## src/rtl/eprom_seq_pkg.sv

```systemverilog
package eprom_seq_pkg;

    typedef enum logic [2:0] {
        ST_IDLE,
        ST_SETUP,
        ST_PULSE,
        ST_HOLD,
        ST_VERIFY,
        ST_RAIL,
        ST_CMP,
        ST_END
    } seq_state_t;

    typedef struct packed {
        logic ce_n;
        logic oe_n;
        logic drive;
        logic rails_hi;
    } tgt_ctl_t;

    // Target pin levels that each state presents
    function automatic tgt_ctl_t ctl_for(seq_state_t s);
        tgt_ctl_t c;
        c = '{ce_n: 1'b1, oe_n: 1'b1, drive: 1'b0, rails_hi: 1'b0};
        case (s)
            ST_SETUP, ST_HOLD: begin
                c.drive    = 1'b1;
                c.rails_hi = 1'b1;
            end
            ST_PULSE: begin
                c.ce_n     = 1'b0;
                c.drive    = 1'b1;
                c.rails_hi = 1'b1;
            end
            ST_VERIFY: begin
                c.oe_n     = 1'b0;
                c.rails_hi = 1'b1;
            end
            ST_CMP: begin
                c.ce_n = 1'b0;
                c.oe_n = 1'b0;
            end
            default: ;
        endcase
        return c;
    endfunction

endpackage

```

## src/rtl/seq_timer.sv

```systemverilog
module seq_timer #(
    parameter int W = 8
) (
    input  logic         clk,
    input  logic         rst,
    input  logic         load_i,
    input  logic [W-1:0] val_i,
    output logic         zero_o
);
    logic [W-1:0] cnt_q;

    always_ff @(posedge clk) begin
        if (rst)
            cnt_q <= '0;
        else if (load_i)
            cnt_q <= val_i;
        else if (cnt_q != '0)
            cnt_q <= cnt_q - W'(1);
    end

    assign zero_o = (cnt_q == '0);


    timer_dec_chk: assert property (@(posedge clk) disable iff (rst)
        (!load_i && cnt_q != '0) |=> cnt_q == $past(cnt_q) - W'(1));


    timer_rest_chk: assert property (@(posedge clk) disable iff (rst)
        (!load_i && cnt_q == '0) |=> cnt_q == '0);

endmodule

```

## src/rtl/try_counter.sv

```systemverilog
module try_counter #(
    parameter int MAX_TRY = 25,
    parameter int NW      = 5
) (
    input  logic          clk,
    input  logic          rst,
    input  logic          clear_i,
    input  logic          inc_i,
    output logic [NW-1:0] n_o,
    output logic          last_o
);
    logic [NW-1:0] n_q;

    always_ff @(posedge clk) begin
        if (rst || clear_i)
            n_q <= NW'(1);
        else if (inc_i)
            n_q <= n_q + NW'(1);
    end

    assign n_o    = n_q;
    assign last_o = (n_q == NW'(MAX_TRY));


    try_limit_chk: assert property (@(posedge clk) disable iff (rst)
        (n_q >= NW'(1)) && (n_q <= NW'(MAX_TRY)));


    no_inc_at_limit_chk: assert property (@(posedge clk) disable iff (rst)
        inc_i |-> !last_o);

endmodule

```

## src/rtl/eprom_burn_seq.sv

```systemverilog
module eprom_burn_seq
    import eprom_seq_pkg::*;
#(
    parameter int ADDR_W     = 8,
    parameter int DATA_W     = 8,
    parameter int CYC_PER_US = 50,
    parameter int US_PER_MS  = 1000,
    parameter int MAX_TRY    = 25,
    parameter int OVP_MULT   = 3,
    parameter int SETUP_US   = 2,
    parameter int HOLD_US    = 2,
    parameter int SETTLE_US  = 1
) (
    input  logic              clk,
    input  logic              rst,
    input  logic              start_i,
    output logic              done_o,
    output logic              fail_o,
    output logic [ADDR_W-1:0] fail_addr_o,
    output logic [ADDR_W-1:0] src_addr_o,
    input  logic [DATA_W-1:0] src_data_i,
    output logic [ADDR_W-1:0] tgt_addr_o,
    output logic [DATA_W-1:0] tgt_data_o,
    output logic              tgt_drive_o,
    output logic              tgt_ce_n_o,
    output logic              tgt_oe_n_o,
    input  logic [DATA_W-1:0] tgt_q_i,
    output logic              vpp_hi_o,
    output logic              vcc_hi_o
);
    localparam int CYC_MS     = CYC_PER_US * US_PER_MS;
    localparam int PULSE_CYC  = CYC_MS;
    localparam int OVP_UNIT   = OVP_MULT * CYC_MS;
    localparam int SETUP_CYC  = SETUP_US * CYC_PER_US;
    localparam int HOLD_CYC   = HOLD_US * CYC_PER_US;
    localparam int SETTLE_CYC = SETTLE_US * CYC_PER_US;
    localparam int MAX_CYC    = OVP_UNIT * MAX_TRY;
    localparam int TW         = $clog2(MAX_CYC + 1);
    localparam int NW         = $clog2(MAX_TRY + 1);

    seq_state_t state_q, state_d;
    tgt_ctl_t   ctl;

    logic [ADDR_W-1:0] addr_q, fail_addr_q;
    logic              ovp_q, fail_q;
    logic              last_addr, match;

    logic          tmr_load, tmr_zero;
    logic [TW-1:0] tmr_val, ovp_len;
    logic          n_clr, n_inc, n_last;
    logic [NW-1:0] n_val;
    logic          addr_clr, addr_inc, ovp_set, ovp_clr, fail_set, run_go;

    seq_timer #(.W(TW)) u_timer (
        .clk    (clk),
        .rst    (rst),
        .load_i (tmr_load),
        .val_i  (tmr_val),
        .zero_o (tmr_zero)
    );

    try_counter #(.MAX_TRY(MAX_TRY), .NW(NW)) u_tries (
        .clk     (clk),
        .rst     (rst),
        .clear_i (n_clr),
        .inc_i   (n_inc),
        .n_o     (n_val),
        .last_o  (n_last)
    );

    assign last_addr = (addr_q == {ADDR_W{1'b1}});
    assign match     = (tgt_q_i == src_data_i);
    assign ovp_len   = TW'(n_val) * TW'(OVP_UNIT) - TW'(1);

    always_comb begin
        state_d  = state_q;
        tmr_load = 1'b0;
        tmr_val  = '0;
        n_clr    = 1'b0;
        n_inc    = 1'b0;
        addr_clr = 1'b0;
        addr_inc = 1'b0;
        ovp_set  = 1'b0;
        ovp_clr  = 1'b0;
        fail_set = 1'b0;
        run_go   = 1'b0;
        case (state_q)
            ST_IDLE: if (start_i) begin
                state_d  = ST_SETUP;
                tmr_load = 1'b1;
                tmr_val  = TW'(SETUP_CYC - 1);
                n_clr    = 1'b1;
                addr_clr = 1'b1;
                ovp_clr  = 1'b1;
                run_go   = 1'b1;
            end
            ST_SETUP: if (tmr_zero) begin
                state_d  = ST_PULSE;
                tmr_load = 1'b1;
                tmr_val  = ovp_q ? ovp_len : TW'(PULSE_CYC - 1);
            end
            ST_PULSE: if (tmr_zero) begin
                state_d  = ST_HOLD;
                tmr_load = 1'b1;
                tmr_val  = TW'(HOLD_CYC - 1);
            end
            ST_HOLD: if (tmr_zero) begin
                tmr_load = 1'b1;
                if (!ovp_q) begin
                    state_d = ST_VERIFY;
                    tmr_val = TW'(SETTLE_CYC - 1);
                end else if (last_addr) begin
                    state_d  = ST_RAIL;
                    tmr_val  = TW'(SETUP_CYC - 1);
                    addr_clr = 1'b1;
                end else begin
                    state_d  = ST_SETUP;
                    tmr_val  = TW'(SETUP_CYC - 1);
                    addr_inc = 1'b1;
                    n_clr    = 1'b1;
                    ovp_clr  = 1'b1;
                end
            end
            ST_VERIFY: if (tmr_zero) begin
                if (match) begin
                    state_d  = ST_SETUP;
                    tmr_load = 1'b1;
                    tmr_val  = TW'(SETUP_CYC - 1);
                    ovp_set  = 1'b1;
                end else if (n_last) begin
                    state_d  = ST_END;
                    fail_set = 1'b1;
                end else begin
                    state_d  = ST_SETUP;
                    tmr_load = 1'b1;
                    tmr_val  = TW'(SETUP_CYC - 1);
                    n_inc    = 1'b1;
                end
            end
            ST_RAIL: if (tmr_zero) begin
                state_d  = ST_CMP;
                tmr_load = 1'b1;
                tmr_val  = TW'(SETTLE_CYC - 1);
            end
            ST_CMP: if (tmr_zero) begin
                if (!match) begin
                    state_d  = ST_END;
                    fail_set = 1'b1;
                end else if (last_addr) begin
                    state_d = ST_END;
                end else begin
                    tmr_load = 1'b1;
                    tmr_val  = TW'(SETTLE_CYC - 1);
                    addr_inc = 1'b1;
                end
            end
            ST_END:  state_d = ST_IDLE;
            default: state_d = ST_IDLE;
        endcase
    end

    always_ff @(posedge clk) begin
        if (rst) begin
            state_q     <= ST_IDLE;
            addr_q      <= '0;
            ovp_q       <= 1'b0;
            fail_q      <= 1'b0;
            fail_addr_q <= '0;
        end else begin
            state_q <= state_d;
            if (addr_clr)
                addr_q <= '0;
            else if (addr_inc)
                addr_q <= addr_q + ADDR_W'(1);
            if (ovp_clr)
                ovp_q <= 1'b0;
            else if (ovp_set)
                ovp_q <= 1'b1;
            if (run_go) begin
                fail_q      <= 1'b0;
                fail_addr_q <= '0;
            end else if (fail_set) begin
                fail_q      <= 1'b1;
                fail_addr_q <= addr_q;
            end
        end
    end

    assign ctl         = ctl_for(state_q);
    assign done_o      = (state_q == ST_END);
    assign fail_o      = fail_q;
    assign fail_addr_o = fail_addr_q;
    assign src_addr_o  = addr_q;
    assign tgt_addr_o  = addr_q;
    assign tgt_data_o  = ctl.drive ? src_data_i : '0;
    assign tgt_drive_o = ctl.drive;
    assign tgt_ce_n_o  = ctl.ce_n;
    assign tgt_oe_n_o  = ctl.oe_n;
    assign vpp_hi_o    = ctl.rails_hi;
    assign vcc_hi_o    = ctl.rails_hi;


    prog_bus_excl_chk: assert property (@(posedge clk) disable iff (rst)
        vpp_hi_o |-> (tgt_ce_n_o || tgt_oe_n_o));


    drive_in_pulse_chk: assert property (@(posedge clk) disable iff (rst)
        (!tgt_ce_n_o && vpp_hi_o) |-> tgt_drive_o);


    rails_before_ce_chk: assert property (@(posedge clk) disable iff (rst)
        ($fell(tgt_ce_n_o) && tgt_oe_n_o) |-> (vpp_hi_o && vcc_hi_o && $past(vpp_hi_o)));


    done_pulse_chk: assert property (@(posedge clk) disable iff (rst)
        done_o |=> !done_o);


    rails_low_at_done_chk: assert property (@(posedge clk) disable iff (rst)
        done_o |-> (!vpp_hi_o && !vcc_hi_o && tgt_ce_n_o));


    fail_with_done_chk: assert property (@(posedge clk) disable iff (rst)
        $rose(fail_o) |-> done_o);

endmodule

```

## config.mk

```make
export PLATFORM = sky130hd
export DESIGN_NAME = eprom_burn_seq
export DESIGN_NICKNAME = d
export VERILOG_FILES = /design/src/rtl/eprom_seq_pkg.sv /design/src/rtl/seq_timer.sv /design/src/rtl/try_counter.sv /design/src/rtl/eprom_burn_seq.sv
export SDC_FILE = /design/constraint.sdc
export NUM_CORES = 1
export LEC_CHECK = 0
export BUFFER_PORTS_ARGS = -buffer_cell sky130_fd_sc_hd__buf_4
export CAP_MARGIN = 20
export CORE_ASPECT_RATIO = 0.9
export CORE_UTILIZATION = 35
export DETAILED_ROUTE_END_ITERATION = 10
export PLACE_DENSITY = 0.66
export SYNTH_ARGS = -nofsm -noshare
export SYNTH_HDL_FRONTEND = slang
export SYNTH_SLANG_ARGS = --single-unit
```

## constraint.sdc

```tcl
create_clock -name clk -period 4.7 [get_ports clk]
set_clock_uncertainty 0.15 [all_clocks]
set_input_delay 0.235 -clock clk [delete_from_list [all_inputs] [get_ports clk]]
set_output_delay 0.235 -clock clk [all_outputs]
set_load 0.01 [all_outputs]
```

After elaboration in Yosys (flattened, before gate mapping):

Index checks and enable logic that the tools add are counted.

* input bits: 19
* register bits: 48
* output and inout port bits: 39
* logic and storage cells: 109

* mux-type cells: 65
* multipliers: 1
* reduce and logical (&&, ||, !) cells: 14
* $add $sub $neg: 4
* eq/ne operators: 18

Operator list (number)
* $pmux W22 S7: 1
* $mux W22: 4
* $mux W7: 7
* $sub A22 B1 Y22 const B: 2
* $mux W3: 13
* $mux W1: 29
* $mux W6: 4
* $pmux W3 S8: 1
* $logic_not A22 Y1: 1
* $reduce_bool A22 Y1: 1
* $mul A5 B14 Y18 const B: 1
* $ne A2 B2 Y1 const B: 7
* $eq A3 B3 Y1 const B: 4
* $reduce_or A2 Y1: 5
* $add A8 B1 Y8 const B: 1
* $eq A8 B8 Y1: 1
* $eq A8 B8 Y1 const B: 1
* $mux W8: 1
* $pmux W1 S2: 4
* $reduce_and A8 Y1: 1
* $reduce_or A4 Y1: 2
* $eq A3 B2 Y1 const B: 2
* $add A5 B1 Y5 const B: 1
* $eq A5 B5 Y1 const B: 1
* other kinds (7): 7

Depth between registers and ports, before layout:

* depth after elaboration: 6
* gate-level depth with buffers: 16
* mapped depth without buffers: 16

Cells and area by module:

Synthesis repeated with hierarchy kept, for this count alone.

* cell total of the unflattened synthesis: 546
* area, all modules: 4360.4 µm²

By module, submodules not included
* eprom_burn_seq: cells an instance 374, times used 1, area each 2886.5 µm²
* seq_timer: cells an instance 146, times used 1, area each 1212.4 µm²
* try_counter: cells an instance 26, times used 1, area each 261.5 µm²

Worst setup path before layout:

Ideal clock, no wire load.

* path kind: register to register
* start: reg u_tries.n_q[3], in the netlist u_tries.n_o[3]
* end: reg u_timer.cnt_q[20]
* library setup time: 117 ps
* path slack: 280 ps
* clock period less this slack: 4420 ps
* cell stages (with the launch flop): 15
* data arrival time: 4153 ps
* cells stage by stage: dfxtp_1 > fa_1 > fa_1 > inv_1 > fa_1 > inv_1 > ha_1 > a211oi_1 > o21bai_1 > a31oi_1 > xnor2_1 > nand4_1 > nor4_1 > xnor2_1 > o21ai_1

* longest elaborated chain between the ends: 6
* elaborated cells between the ends (all ways): 12
* classes of those cells: add/sub: 1; mul: 1; eq/ne: 1; mux: 8; reduce/logical: 1

RTL lines
* start: declaration: RTL line try_counter.sv:12 `logic [NW-1:0] n_q;`
* start signal: assignment: RTL line try_counter.sv:18 `n_q <= n_q + NW'(1);`
* $mul A5 B14 Y18 or $eq A5 B5 Y1 (tied branches): RTL line eprom_burn_seq.sv:73, try_counter.sv:22
* $sub A22 B1 Y22 or $mux W1 (tied branches): RTL line eprom_burn_seq.sv:73, eprom_burn_seq.sv:130
* $mux W22 or $mux W1 (tied branches): RTL line eprom_burn_seq.sv:100, eprom_burn_seq.sv:125
* $mux W22 or $mux W1 (tied branches): RTL line eprom_burn_seq.sv:97, eprom_burn_seq.sv:124
* $pmux W22 S7 or $pmux W1 S4 (tied branches): RTL line eprom_burn_seq.sv:87 `case (state_q)`
* $mux W22 or $reduce_bool A2 Y1 (tied branches)
* end signal: assignment: RTL line seq_timer.sv:16 `cnt_q <= val_i;`
* end signal: assignment: RTL line seq_timer.sv:18 `cnt_q <= cnt_q - W'(1);`
* end: declaration: RTL line seq_timer.sv:10 `logic [W-1:0] cnt_q;`

Several ways; a longest one is shown, not always the timed one.
A chain may end at the register's enable or synchronous reset.

Final worst setup path:

* start: reg u_tries.n_q[2], in the netlist u_tries.n_o[2]
* end: reg u_timer.cnt_q[16]

The elaborated chain is that of the path after synthesis.

==> results.md <==
- Status: finished clean
- Worst Path Max Fanout: 7
- Starting Density: 0.366
- Chip width: approximately 120 um
- Postcts setup bufs: 0
- EDFF count, synth: 0
- Final Wtd Congestion: ~0.86
- XOR/XNOR Fraction of Synth Area: 0.117
- # rows: 37
- Worst setup EP type: register
- Hold-fix buffer count after cts: 0
- Area Growth Syn to Fin: 17.2%
- Clock latency at the later pin of the worst-skew pair: between 0.2 and 0.3 ns
- Final Cycle Share: 0.936
- DR pass1 iterations: 4
- GR Util All Layers: 0.171
- Largest net degree at the start of global routing: 20
- Initial antenna violation count: 0
- Worst Reg2Reg Path Length in Cells: 15
- Number of global-route vias before repair: approximately 3700
- Detail Route Antenna Nets: 0
- Syn Nets: 606
- Adder-cell share of the synthesized area: 0.140
- Post-CTS sizing: 0
- Die area: roughly 0.013 sq mm
- Worst vdd ir: around 0.00021 V
- Share of cells above drive strength 1: 0.171
- Reg clk slew, reported paths: about 0.070 ns
- Simple-gate share of the synthesized area: 0.261
- Synth Area per Inst: 7.85 sq um
- Path type of the worst min-delay path: in2reg
- Number of port buffers: 57
- Flops & latches, synth: 48
- Reg area: a little under 0.001 sq mm
- Aggregate global routing overflow: 0
- Maximum clock rate: 227 MHz
- Synthesized area: about 0.0043 sq mm
- Min Tclk post-route: 4.40 ns
- Post-DP HPWL: between 8000 and 9000 um
- Max clock buf depth: 2
- RR Startpoint: u_tries.n_o[2]
- Startpoint type of the worst setup path: register
- Reg2reg setup slack: 0.30 ns
- RR Endpoint: u_timer.cnt_q[16]
- Final hold vios: 0
- Synth cell types: 66
- Post-Syn Instances: about 540
- First-iteration detailed-routing DRC count: around 280
- CTS H-tree depth: 2
- Total power density per cell area: roughly 400 mW/mm^2
- Warnings from Yosys: 0
- Final setup violation count: 0
- Complex-gate fraction of the synthesized area: 0.168
- Setup TNS: 0 ns
- First-pass GRT wire length: 17700 um
- Crit. Startpoint: u_tries.n_o[2]
- Tightest Pin Transition: between 0.9 and 1 ns
- Synth Flop Type: dfxtp_1
- Final core utilization: 0.429
- Min Hold Slack: 0.0141 ns
- Mux cell area share after synthesis: 0.0284
- Via/cell ratio: 5.24
- MaxCap Viol Count: 0
- Number of remaining DRC errors: 0
- CP Capture Point: u_timer.cnt_q[16]
- I/O pin cnt: 58
- Leak pwr: around 0.0021 uW
- Fill cells: 1194
- Critical setup path kind: reg2reg
- Diode count: 0
- WP data arrival: around 4.4 ns
- CTS tree: built
- Clock tree sinks: 48
- Root buffer cell: clkbuf_16
- Placed cell count: approximately 740
- Multi-input gate area: ~0.0031 sq mm
- Wire per inst: between 10 and 15 um
- Relative slew margins: 0.335
- Main combinational cell family by area after synthesis: simple AND/OR/NAND/NOR gates
- TritonCTS Buffers: 5
- RSZ-0062 raised after global routing: false
- Core footprint: 0.0117 sq mm
- Total Nets Final: roughly 650
- Worst EP required: 4.74 ns
- DR vias: 3907
- Cell Count, Final, Fillers Out: around 750
- Max-slew violation count: 0
- Asr flop ratio synth: 0
- Die height: between 100 and 150 um
- Final WL: between 10000 and 15000 um
- Sequential share of the synthesized area: 0.225
## worst max-delay path, stage by stage (launching register included)
cell       delay [ns]
dfxtp_2          0.37
fa_1             0.58
fa_1             0.54
inv_1            0.05
fa_1             0.49
inv_1            0.04
ha_1             0.32
buf_4            0.16
a2111oi_0        0.46
o2111ai_1        0.22
o41ai_2          0.08
buf_4            0.19
nand3b_1         0.14
nand4b_1         0.23
xnor2_1          0.22
o21ai_2          0.07
## cell type report
class | count | area share
clock buffer | 5 | 0.0250
clock inverter | 3 | 0.00924
inverter | 28 | 0.0210
multi-input combinational | 439 | 0.613
sequential | 48 | 0.192
tap | 156 | 0.0390
timing repair buffer | 67 | 0.100
## logic make-up (layout without fill, tap and decap cells)
family | after synthesis | count (layout)
DFF | 48 | 48
xor gates and xnor gates | 57 | 57
AOI/OAI and AO/OA | 112 | 112
buffers and inverters | 57 | 103
adders and majority gates | 43 | 43
muxes | 12 | 12
and+or+nand+nor | 215 | 215
## stage by stage
step / total power (uW) / setup slack [ns] / area (sq um)
detailed placement: 1610 / 0.135 / 4810
CTS: 2040 / 0.138 / 4980
finish: 2050 / 0.301 / 5010
global placement: 1590 / 0.253 / 4810
floorplan: 1380 / 0.280 / 4270
global route: 2210 / 0.0190 / 5010
## synthesized netlist by cell type (3+ instances only)
cell type	instances	area, sq um
nor4_1	10	62.6
fa_1	8	160
xor2_1	29	254
mux2i_1	11	110
o31ai_1	4	30.0
a21oi_1	39	195
nand4b_1	3	26.3
nand2_1	50	188
a21o_1	6	45.0
nand2b_1	7	43.8
buf_2	3	15.0
nor2_1	58	218
o21ai_0	17	85.1
nor2b_1	7	43.8
or2_2	4	25.0
a31oi_1	5	31.3
or3_1	7	43.8
o21ai_2	4	35.0
inv_1	28	105
a211oi_1	6	45.0
nor3_1	12	60.1
buf_4	10	75.1
and2_1	12	75.1
dfxtp_1	48	961
o21ai_1	3	15.0
xnor2_1	28	245
nand4_1	5	31.3
nand3_1	17	85.1
nand3b_1	3	22.5
clkbuf_1	15	56.3
and3_1	7	43.8
o211ai_1	3	22.5
ha_1	35	438
## sequential cells by signal (all words and copies together) (netlist names)
register       cells
fail_o             1
src_addr_o         8
fail_addr_o        8
u_timer.cnt_q     22
u_tries.n_o        5
ovp_q              1
state_q            3
## power breakdown
part	leakage (uW)	total [uW]	switching, uW	internal (uW)
clock network	0.0000804	421	168	253
registers	0.000390	609	113	497
logic	0.00166	1020	581	440
total	0.00213	2050	861	1190
## worst min-delay path by stage
| stage | from | endpoint | cells past startpoint |
|---|---|---|---|
| CTS | rst | u_timer.cnt_q[0] | 2 |
| finish | rst | u_timer.cnt_q[0] | 2 |
| global route | rst | u_timer.cnt_q[0] | 2 |
| detailed placement | fail_o | fail_o | 2 |
| floorplan | u_timer.cnt_q[1] | u_timer.cnt_q[1] | 2 |
| global placement | fail_o | fail_o | 2 |
## cells in the final DEF (no fill, tap or decap), drive strengths merged, types with 3 or more instances in the layout
cell type,n
nand4,5
nand2,50
o31ai,4
nand4b,3
or2,4
nor4,10
nand3b,3
nand3,17
a31oi,5
nor2,59
fa,8
xor2,29
o21ai,24
a21oi,40
nand2b,8
or3,7
buf,67
ha,35
inv,29
and3,8
a21o,6
mux2i,11
clkbuf,5
o211ai,3
nor3,13
a211oi,6
and2,12
xnor2,28
dfxtp,48
nor2b,7
## per-layer routing
| layer | part of all wire | GRT usage | vias to the layer above |
|---|---|---|---|
| met5 | 0 | 0 | - |
| met4 | 0.011 | 0.0452 | 0 |
| met3 | 0.034 | 0.0255 | 11 |
| met2 | 0.47 | 0.287 | 79 |
| met1 | 0.49 | 0.229 | 1831 |
| li1 | - | - | 1986 |
(Power assumes the default switching activity.)
